==> src/rtl/rfsh_pkg.sv <==
package rfsh_pkg;
  typedef enum logic [2:0] {
    K_NONE     = 3'd0,
    K_ROW_ONLY = 3'd1,
    K_ACCESS   = 3'd2,
    K_CBR      = 3'd3,
    K_HIDDEN   = 3'd4
  } kind_t;

  typedef enum logic [1:0] {
    RT_RESET  = 2'd0,
    RT_KEEP_N = 2'd1,
    RT_KEEP_S = 2'd2,
    RT_SPARE  = 2'd3
  } rtype_t;

  function automatic logic clears_modes(input logic [1:0] ty);
    return ty == RT_RESET;
  endfunction

  function automatic logic uses_internal_row(input kind_t k);
    return (k == K_CBR) || (k == K_HIDDEN);
  endfunction
endpackage

==> src/rtl/rfsh_strobe_sampler.sv <==
module rfsh_strobe_sampler (
  input  logic clk,
  input  logic rst_n,
  input  logic ras_n,
  input  logic casl_n,
  input  logic casu_n,
  input  logic trg_n,
  output logic ras_fall,
  output logic ras_rise,
  output logic cas_prev_any_low,
  output logic cas_now_any_low,
  output logic cas_now_both_low,
  output logic trg_q
);
  logic ras_q, casl_q, casu_q;

  always_ff @(posedge clk) begin
    if (!rst_n) begin
      ras_q  <= 1'b1;
      casl_q <= 1'b1;
      casu_q <= 1'b1;
      trg_q  <= 1'b1;
    end else begin
      ras_q  <= ras_n;
      casl_q <= casl_n;
      casu_q <= casu_n;
      trg_q  <= trg_n;
    end
  end

  assign ras_fall         = ras_q & ~ras_n;
  assign ras_rise         = ~ras_q & ras_n;
  assign cas_prev_any_low = ~casl_q | ~casu_q;
  assign cas_now_any_low  = ~casl_n | ~casu_n;
  assign cas_now_both_low = ~casl_n & ~casu_n;
endmodule

==> src/rtl/rfsh_classifier.sv <==
module rfsh_classifier
  import rfsh_pkg::*;
(
  input  logic  clk,
  input  logic  rst_n,
  input  logic  ras_n,
  input  logic  we_n,
  input  logic  ras_fall,
  input  logic  ras_rise,
  input  logic  cas_prev_any_low,
  input  logic  cas_now_any_low,
  input  logic  cas_now_both_low,
  output kind_t cls_now,
  output kind_t kind_q,
  output logic  cbr_active
);
  logic hid_arm, rd_q, arm_cond;

  always_comb begin
    if (hid_arm && cas_now_both_low)  cls_now = K_HIDDEN;
    else if (cas_prev_any_low)        cls_now = K_CBR;
    else                              cls_now = K_ROW_ONLY;
  end

  assign arm_cond = cas_now_both_low &&
                    (((kind_q == K_ACCESS) && rd_q) || (kind_q == K_HIDDEN));

  always_ff @(posedge clk) begin
    if (!rst_n) begin
      kind_q     <= K_NONE;
      cbr_active <= 1'b0;
      hid_arm    <= 1'b0;
      rd_q       <= 1'b0;
    end else if (ras_fall) begin
      kind_q     <= cls_now;
      cbr_active <= (cls_now == K_CBR);
      hid_arm    <= 1'b0;
      rd_q       <= 1'b0;
    end else if (ras_rise) begin
      cbr_active <= 1'b0;
      hid_arm    <= arm_cond;
    end else begin
      if (!cas_now_both_low) hid_arm <= 1'b0;
      if (!ras_n && (kind_q == K_ROW_ONLY) && cas_now_any_low) begin
        kind_q <= K_ACCESS;
        rd_q   <= we_n;
      end
    end
  end
endmodule

==> src/rtl/rfsh_row_counter.sv <==
module rfsh_row_counter #(
  parameter int NUM_ROWS = 512,
  parameter int ROW_W    = $clog2(NUM_ROWS)
) (
  input  logic             clk,
  input  logic             rst_n,
  input  logic             advance,
  output logic [ROW_W-1:0] ctr
);
  localparam logic [ROW_W-1:0] LAST_ROW = ROW_W'(NUM_ROWS - 1);

  function automatic logic [ROW_W-1:0] next_row(input logic [ROW_W-1:0] cur);
    return (cur == LAST_ROW) ? '0 : ROW_W'(cur + 1'b1);
  endfunction

  always_ff @(posedge clk) begin
    if (!rst_n)       ctr <= '0;
    else if (advance) ctr <= next_row(ctr);
  end
endmodule

==> src/rtl/rfsh_mode_flags.sv <==
module rfsh_mode_flags (
  input  logic clk,
  input  logic rst_n,
  input  logic clear_all,
  input  logic set_wpb,
  input  logic set_stop,
  output logic wpb_flag,
  output logic stop_flag
);
  always_ff @(posedge clk) begin
    if (!rst_n || clear_all) begin
      wpb_flag  <= 1'b0;
      stop_flag <= 1'b0;
    end else begin
      wpb_flag  <= wpb_flag  | set_wpb;
      stop_flag <= stop_flag | set_stop;
    end
  end
endmodule

==> src/rtl/rfsh_cycle_decoder.sv <==
module rfsh_cycle_decoder
  import rfsh_pkg::*;
#(
  parameter int NUM_ROWS = 512,
  parameter int ROW_W    = $clog2(NUM_ROWS)
) (
  input  logic             clk,
  input  logic             rst_n,
  input  logic             ras_n,
  input  logic             casl_n,
  input  logic             casu_n,
  input  logic             trg_n,
  input  logic             we_n,
  input  logic [ROW_W-1:0] row_addr,
  input  logic [1:0]       rfsh_type,
  input  logic             set_wpb,
  input  logic             set_stop,
  output logic             refresh_req,
  output logic [ROW_W-1:0] refresh_row,
  output logic [2:0]       cyc_kind,
  output logic             out_hiz,
  output logic             wpb_flag,
  output logic             stop_flag
);
  logic ras_fall, ras_rise, cas_prev_any_low, cas_now_any_low, cas_now_both_low;
  logic trg_q, cbr_active, ctr_advance, clear_modes;
  kind_t cls_now, kind_q;
  logic [ROW_W-1:0] int_ctr;

  rfsh_strobe_sampler u_smp (
    .clk(clk), .rst_n(rst_n), .ras_n(ras_n), .casl_n(casl_n), .casu_n(casu_n),
    .trg_n(trg_n), .ras_fall(ras_fall), .ras_rise(ras_rise),
    .cas_prev_any_low(cas_prev_any_low), .cas_now_any_low(cas_now_any_low),
    .cas_now_both_low(cas_now_both_low), .trg_q(trg_q)
  );

  rfsh_classifier u_cls (
    .clk(clk), .rst_n(rst_n), .ras_n(ras_n), .we_n(we_n),
    .ras_fall(ras_fall), .ras_rise(ras_rise),
    .cas_prev_any_low(cas_prev_any_low), .cas_now_any_low(cas_now_any_low),
    .cas_now_both_low(cas_now_both_low), .cls_now(cls_now), .kind_q(kind_q),
    .cbr_active(cbr_active)
  );

  assign ctr_advance = ras_fall && uses_internal_row(cls_now);
  assign clear_modes = ras_fall && (cls_now == K_CBR) && clears_modes(rfsh_type);

  rfsh_row_counter #(.NUM_ROWS(NUM_ROWS), .ROW_W(ROW_W)) u_ctr (
    .clk(clk), .rst_n(rst_n), .advance(ctr_advance), .ctr(int_ctr)
  );

  rfsh_mode_flags u_flags (
    .clk(clk), .rst_n(rst_n), .clear_all(clear_modes),
    .set_wpb(set_wpb), .set_stop(set_stop),
    .wpb_flag(wpb_flag), .stop_flag(stop_flag)
  );

  always_ff @(posedge clk) begin
    if (!rst_n) begin
      refresh_req <= 1'b0;
      refresh_row <= '0;
    end else begin
      refresh_req <= ras_fall;
      if (ras_fall) refresh_row <= uses_internal_row(cls_now) ? int_ctr : row_addr;
    end
  end

  assign cyc_kind = kind_q;
  assign out_hiz  = cbr_active | trg_q;
endmodule

==> config.mk <==
export PLATFORM = sky130hd
export DESIGN_NAME = rfsh_cycle_decoder
export DESIGN_NICKNAME = d
export VERILOG_FILES = /design/src/rtl/rfsh_pkg.sv /design/src/rtl/rfsh_strobe_sampler.sv /design/src/rtl/rfsh_classifier.sv /design/src/rtl/rfsh_row_counter.sv /design/src/rtl/rfsh_mode_flags.sv /design/src/rtl/rfsh_cycle_decoder.sv
export SDC_FILE = /design/constraint.sdc
export NUM_CORES = 1
export LEC_CHECK = 0
export CORE_ASPECT_RATIO = 0.6
export CORE_UTILIZATION = 45
export DETAILED_ROUTE_END_ITERATION = 8
export PLACE_DENSITY = 0.86
export SETUP_SLACK_MARGIN = 0.1
export SLEW_MARGIN = 20
export SYNTH_ARGS = -nofsm -noshare
export SYNTH_HDL_FRONTEND = slang
export SYNTH_HIERARCHICAL = 1
export SYNTH_SLANG_ARGS = --single-unit
export TNS_END_PERCENT = 20
==> constraint.sdc <==
create_clock -name clk -period 7.8 [get_ports clk]
set_clock_uncertainty 0.2 [all_clocks]
set_input_delay 0.78 -clock clk [delete_from_list [all_inputs] [get_ports clk]]
set_output_delay 0.78 -clock clk [all_outputs]
set_load 0.1 [all_outputs]
# Yosys cells after proc, flatten, opt, wreduce, memory -nomap -nowiden
# Index checks and enable logic that the tools add are counted.
dict set report totals {
  register_bits 31
  in_bits 20
  output_inout_bits 16
  word_cells 68
}
dict set report op_classes {
  add_sub_neg 1
  eq_ne 8
  mux 11
  bitwise 16
  n_reduce_logical 19
}
# op n
set ops {}
lappend ops {{9-bit 2-to-1 mux} 2}
lappend ops {{3-bit 2-to-1 mux} 4}
lappend ops {{9-bit by 1-bit adder with 9-bit output, second input constant} 1}
lappend ops {{9-bit == test, second input constant} 1}
lappend ops {{1-bit logical AND} 8}
lappend ops {{1-bit inverter} 8}
lappend ops {{3-bit by 2-bit == test with 1-bit output, second input constant} 2}
lappend ops {{3-bit == test, second input constant} 2}
lappend ops {{1-bit bitwise OR} 5}
lappend ops {{1-bit 2-to-1 mux} 4}
lappend ops {{2-bit inequality test, second input constant} 2}
lappend ops {{2-bit AND reduction} 2}
lappend ops {{2-bit nonzero test} 2}
lappend ops {{1-bit AND} 3}
lappend ops {{3-bit by 1-bit == test with 1-bit output, second input constant} 1}
lappend ops {{1-bit logical OR} 3}
lappend ops {{1-bit logical NOT} 2}
lappend ops {{2-bit logical NOT} 1}
lappend ops {{2-bit 2-to-1 mux} 1}
lappend ops {{2-bit OR reduction} 1}

# Logic depth before layout (Yosys ltp)
dict set report depth {
  depth_word 8
  ltp_mapped 11
  mapped_depth_nobuf 9
}

# By module
# The synthesis kept the hierarchy.
# mod n_inst cells_per_inst area_per_inst_um2 seq_area_each_um2
set by_module_without_submodules {}
lappend by_module_without_submodules {rfsh_cycle_decoder 1 59 481.7 200.2}
lappend by_module_without_submodules {rfsh_row_counter 1 46 429.2 180.2}
lappend by_module_without_submodules {rfsh_classifier 1 33 290.3 120.1}
lappend by_module_without_submodules {rfsh_strobe_sampler 1 13 128.9 80.1}
lappend by_module_without_submodules {rfsh_mode_flags 1 7 68.8 40.0}

# Worst setup path before layout
# OpenSTA, ideal clock, no wires.
dict set report synth_timing {
  path_kind {input to register}
  start {input casu_n}
  end {register u_ctr.ctr[5]}
  setup_ps 70
  arrival_ps 2770
  required_ps 7530
  slack_ps 4760
  path_stages 11
  n_path_buf 2
  cell_sequence {nor2_1 -> nand2_1 -> inv_1 -> nor2_1 -> or3b_1 -> buf_2 -> a21boi_1 -> buf_4 -> nand3_1 -> or3_2 -> a21oi_1}
}
dict set report synth_via {
  elab_chain_len 7
  elab_cells_between_ends 8
  cone_classes {2 x eq/ne; 1 x mux; 2 x bitwise; 3 x reduce/logical}
}
# item line
set synth_lines {}
lappend synth_lines {{from (decl)} rfsh_cycle_decoder.sv:11} ;# input logic casu_n,
lappend synth_lines {{1-bit inverter *} rfsh_strobe_sampler.sv:35} ;# assign cas_now_both_low = ~casl_n & ~casu_n;
lappend synth_lines {{1-bit AND *} rfsh_strobe_sampler.sv:35}
lappend synth_lines {{1-bit logical AND *} rfsh_classifier.sv:20} ;# if (hid_arm && cas_now_both_low) cls_now = K_HIDDEN;
lappend synth_lines {{3-bit 2-to-1 mux *} rfsh_classifier.sv:20}
lappend synth_lines {{via cls_now[0]} rfsh_cycle_decoder.sv:27} ;# kind_t cls_now, kind_q;
lappend synth_lines {{3-bit by 2-bit == test with 1-bit output / 3-bit == test (equally long branches)} rfsh_pkg.sv:22} ;# return (k == K_CBR) || (k == K_HIDDEN);
lappend synth_lines {{1-bit logical OR *} rfsh_pkg.sv:22}
lappend synth_lines {{1-bit logical AND *} rfsh_cycle_decoder.sv:45} ;# assign ctr_advance = ras_fall && uses_internal_row(cls_now);
lappend synth_lines {{via ctr_advance} rfsh_cycle_decoder.sv:26} ;# logic trg_q, cbr_active, ctr_advance, clear_modes;
lappend synth_lines {{to (signal assigned)} rfsh_row_counter.sv:18} ;# else if (advance) ctr <= next_row(ctr);
lappend synth_lines {{to (decl)} rfsh_row_counter.sv:8} ;# output logic [ROW_W-1:0] ctr
# The timed path passes the listed nets; every way through them passes the cells marked *.
# A chain may end at the register's enable or synchronous reset.

# Worst setup path after layout
dict set report layout_timing {
  start {input casu_n}
  end {register u_ctr.ctr[5]}
}
dict set report layout_via {
  elab_chain_len 7
  elab_cells_between_ends 8
  cone_classes {2 x eq/ne; 1 x mux; 2 x bitwise; 3 x reduce/logical}
}
# item line
set layout_lines {}
lappend layout_lines {{1-bit inverter *} rfsh_strobe_sampler.sv:35}
lappend layout_lines {{1-bit AND *} rfsh_strobe_sampler.sv:35}
lappend layout_lines {{via cas_now_both_low} rfsh_cycle_decoder.sv:25} ;# logic ras_fall, ras_rise, cas_prev_any_low, cas_now_any_low, cas_now_both_low;
lappend layout_lines {{1-bit logical AND *} rfsh_classifier.sv:20}
lappend layout_lines {{3-bit 2-to-1 mux *} rfsh_classifier.sv:20}
lappend layout_lines {{via cls_now[0]} rfsh_cycle_decoder.sv:27}
lappend layout_lines {{3-bit by 2-bit == test with 1-bit output / 3-bit == test (equally long branches)} rfsh_pkg.sv:22}
lappend layout_lines {{1-bit logical OR *} rfsh_pkg.sv:22}
lappend layout_lines {{1-bit logical AND *} rfsh_cycle_decoder.sv:45}
lappend layout_lines {{via ctr_advance} rfsh_cycle_decoder.sv:26}
# Marked as above.

==> qor.yml <==
status: "finished, final reports clean"
yosysWarnings: 6
vias: 1297
clk_pin_slew_ns: 0.07
required_ns: 7.81
drc: 0
io_buffers: 35
cts_root_buf: "clkbuf_8"
coreArea_um2: 2910
ys_top_cells_by_area: "dfxtp_1, o21ai_0, a31oi_1"
power.internal_mw: 0.296
synthCells: 158
die_h_um: 45.2
grt_usage_pct: 22.6
h-tree-depth: 2
final_core_util_pct: 65.2
synth_cell_type_count: 39
max_freq_mhz: 243
grt_max_degree: 30
layout.nets: 218
insertedDiodeCount: 0
std_cell_rows: 15
power_density_nw_per_um2: 222
crit_top_cell: "nor2_1"
crit_arrival_ns: 4.11
grt_pass1_wl_um: 5490
min_from: "u_cls/rd_q"
syn-cell-area_um2: 1400
antenna_found_initial: 0
p_sw_share_pct: 29.7
cts_made_buffers: 5
r2r_setup_slack_ns: 4.56
critPathKind: "primary input to flop"
setup.worst_path.start: "casu_n"
syn_avg_cell_area_um2: 8.85
r2r_start: "u_cls/hid_arm"
drt_iter0_drc: 117
drv_cap: 0
fin_crit_ns: 4.11
seq_power_share_pct: 40.4
num-fill-cells: 247
cts_hold_buf: 0
cts_tree: "built"
ys_ff_latch: 31
synth_nets: 181
layout-drive-gt1-share_pct: 8.16
path_cells: "clkdlybuf4s50_1 > nor2_1 > nand2_1 > inv_1 > nor2_1 > or3b_1 > a21boi_1 > nand3_1 > or3_2 > a21oi_1"
maxSlewViolCount: 0
drtPass1Iterations: 4
place.gp.congestion: 0.903
syn_to_final_growth_pct: 35.7
ios: 36
grt_pass1_vias: 1180
pwr-share-comb_pct: 20.9
dieArea_um2: 3340
synthDominantCellAreaShare_pct: 44.4
cpMaxStageDelayCell: "a21boi_1"
final_common_cell: "clkdlybuf4s50_1"
reg.largest.list: "refresh_row: 9 flops, u_ctr/ctr: 9 flops, u_cls/kind_q: 3 flops"
clock-sinks: 31
cpPeakStageDelay_ns: 0.72
p_leak_nw: 0.700
finalSetupViolCount: 0
synth_top_area_cell: "dfxtp_1"
hold_path.class: "flop to flop"
dp_hpwl_um: 2490
postRouteAntennaNets: 0
rsz0062_at_grt: "false"
wl_per_cell_um: 14.7
fin_crit_sh_pct: 52.7
tightest_slew_ns: 0.981
vias_per_cell: 5.45
worst-path-max-fanout: 10
finalSetupTns_ns: 0
slew_headroom_pct: 34.4
initial_utilization_pct: 48.1
cts_resized: 0
p_total_mw: 0.421
clockBufferDepth: 2
drt-total-wl_um: 3500
power.switching_mw: 0.125
cts_setup_buffers: 0
pwr-share-clk_pct: 38.7
die_w_um: 74.0
clk_latency_ns: 0.28
end_kind: "flop"
worstSetupStartpointType: "primary input"
ys_seq_area_share_pct: 44.4
grt_overflow: 0
mostFrequentLayoutCells: "clkdlybuf4s50_1, dfxtp_1, o21ai_0"
hold_viol: 0
ir_drop_mv: 0.137
critical path: cells and delay by family:
kind | cells | cell delay [ns]
compound gates | 2 | 0.87
buf+inv | 2 | 0.66
simple gates | 6 | 1.81
cells by family (layout without fill, tap and decap cells):
| kind of cell | after synthesis | count (layout) | share of synthesized area, % |
|---|---|---|---|
| buffers and inverters | 8 | 46 | 2.59 |
| AOI/OAI and AO/OA | 41 | 41 | 17.0 |
| and+or+nand+nor | 67 | 67 | 28.0 |
| xor gates and xnor gates | 4 | 4 | 2.50 |
| DFF | 31 | 31 | 44.4 |
| adders and majority gates | 3 | 3 | 2.68 |
| muxes | 4 | 4 | 2.86 |
Yosys cell counts:
library cell and count:
or3_2 2, and3b_1 1, a21oi_1 2, a21boi_1 2, or3b_1 1, nor2b_1 6
clkbuf_1 3, o21ai_1 2, or4_1 1, dfxtp_1 31, o21a_1 1, nor3b_2 2
a211oi_1 1, buf_2 2, nand4_1 2, a31oi_1 10, buf_4 1, nand3b_1 3
or2_2 1, ha_1 3, nor4b_1 1, nand2b_1 5, xor2_1 4, o311a_1 1
and3_1 1, nand2_1 11, or4b_1 1, and2_1 2, a21boi_0 1, nand3_1 12
o21ai_0 20, nand2b_4 1, o31ai_1 1, inv_1 2, nand3_2 1, nor2_1 11
mux2i_1 4, nor3b_1 1, nor3_1 1
final cells by class:
type	instances	area [um2]	share of cell area [%]
repair buffers	36	358	18.9
flip-flops and latches	31	621	32.7
multi-input cells	119	742	39.1
well taps	42	52.6	2.77
clock inverters	2	35.0	1.85
inverters	2	7.51	0.396
clock buffers	6	82.6	4.35
worst paths after layout:
kind | endpoint | depth (start not counted)
setup reg to reg | u_ctr/ctr[5] | 8
hold reg to reg | u_cls/rd_q | 2
hold / removal | u_cls/rd_q | 2
setup / recovery | u_ctr/ctr[5] | 10
per-stage QoR:
step	setup WS (ns)	hold WS (ns)	instances	cell area, um2
3_5_place_dp	3.44	0.256	230	1780
3_3_place_gp	3.77	0.245	230	1780
5_1_grt	3.42	0.293	238	1900
6_report	3.69	0.280	238	1900
2_1_floorplan	4.76	0.235	158	1400
4_1_cts	3.73	0.284	238	1900
power by group through the flow:
stage | clock (mW) | sequential, mW | combinational [mW]
final | 0.163 | 0.170 | 0.0880
after global routing | 0.173 | 0.171 | 0.0919
after CTS | 0.165 | 0.170 | 0.0880
after detailed placement | 0 | 0.174 | 0.0876
after global placement | 0 | 0.173 | 0.0864
after floorplan | 0 | 0.212 | 0.0218
layer usage:
layer / vias to the layer above / wire length (um) / GRT usage (%)
met1: 595 / 1600 / 31.2
met4: 0 / 36 / 8.46
li1: 641 / - / -
met3: 5 / 301 / 6.47
met5: - / 0 / 0
met2: 56 / 1560 / 33.6
Note: power is estimated with default switching activity, not from simulation.
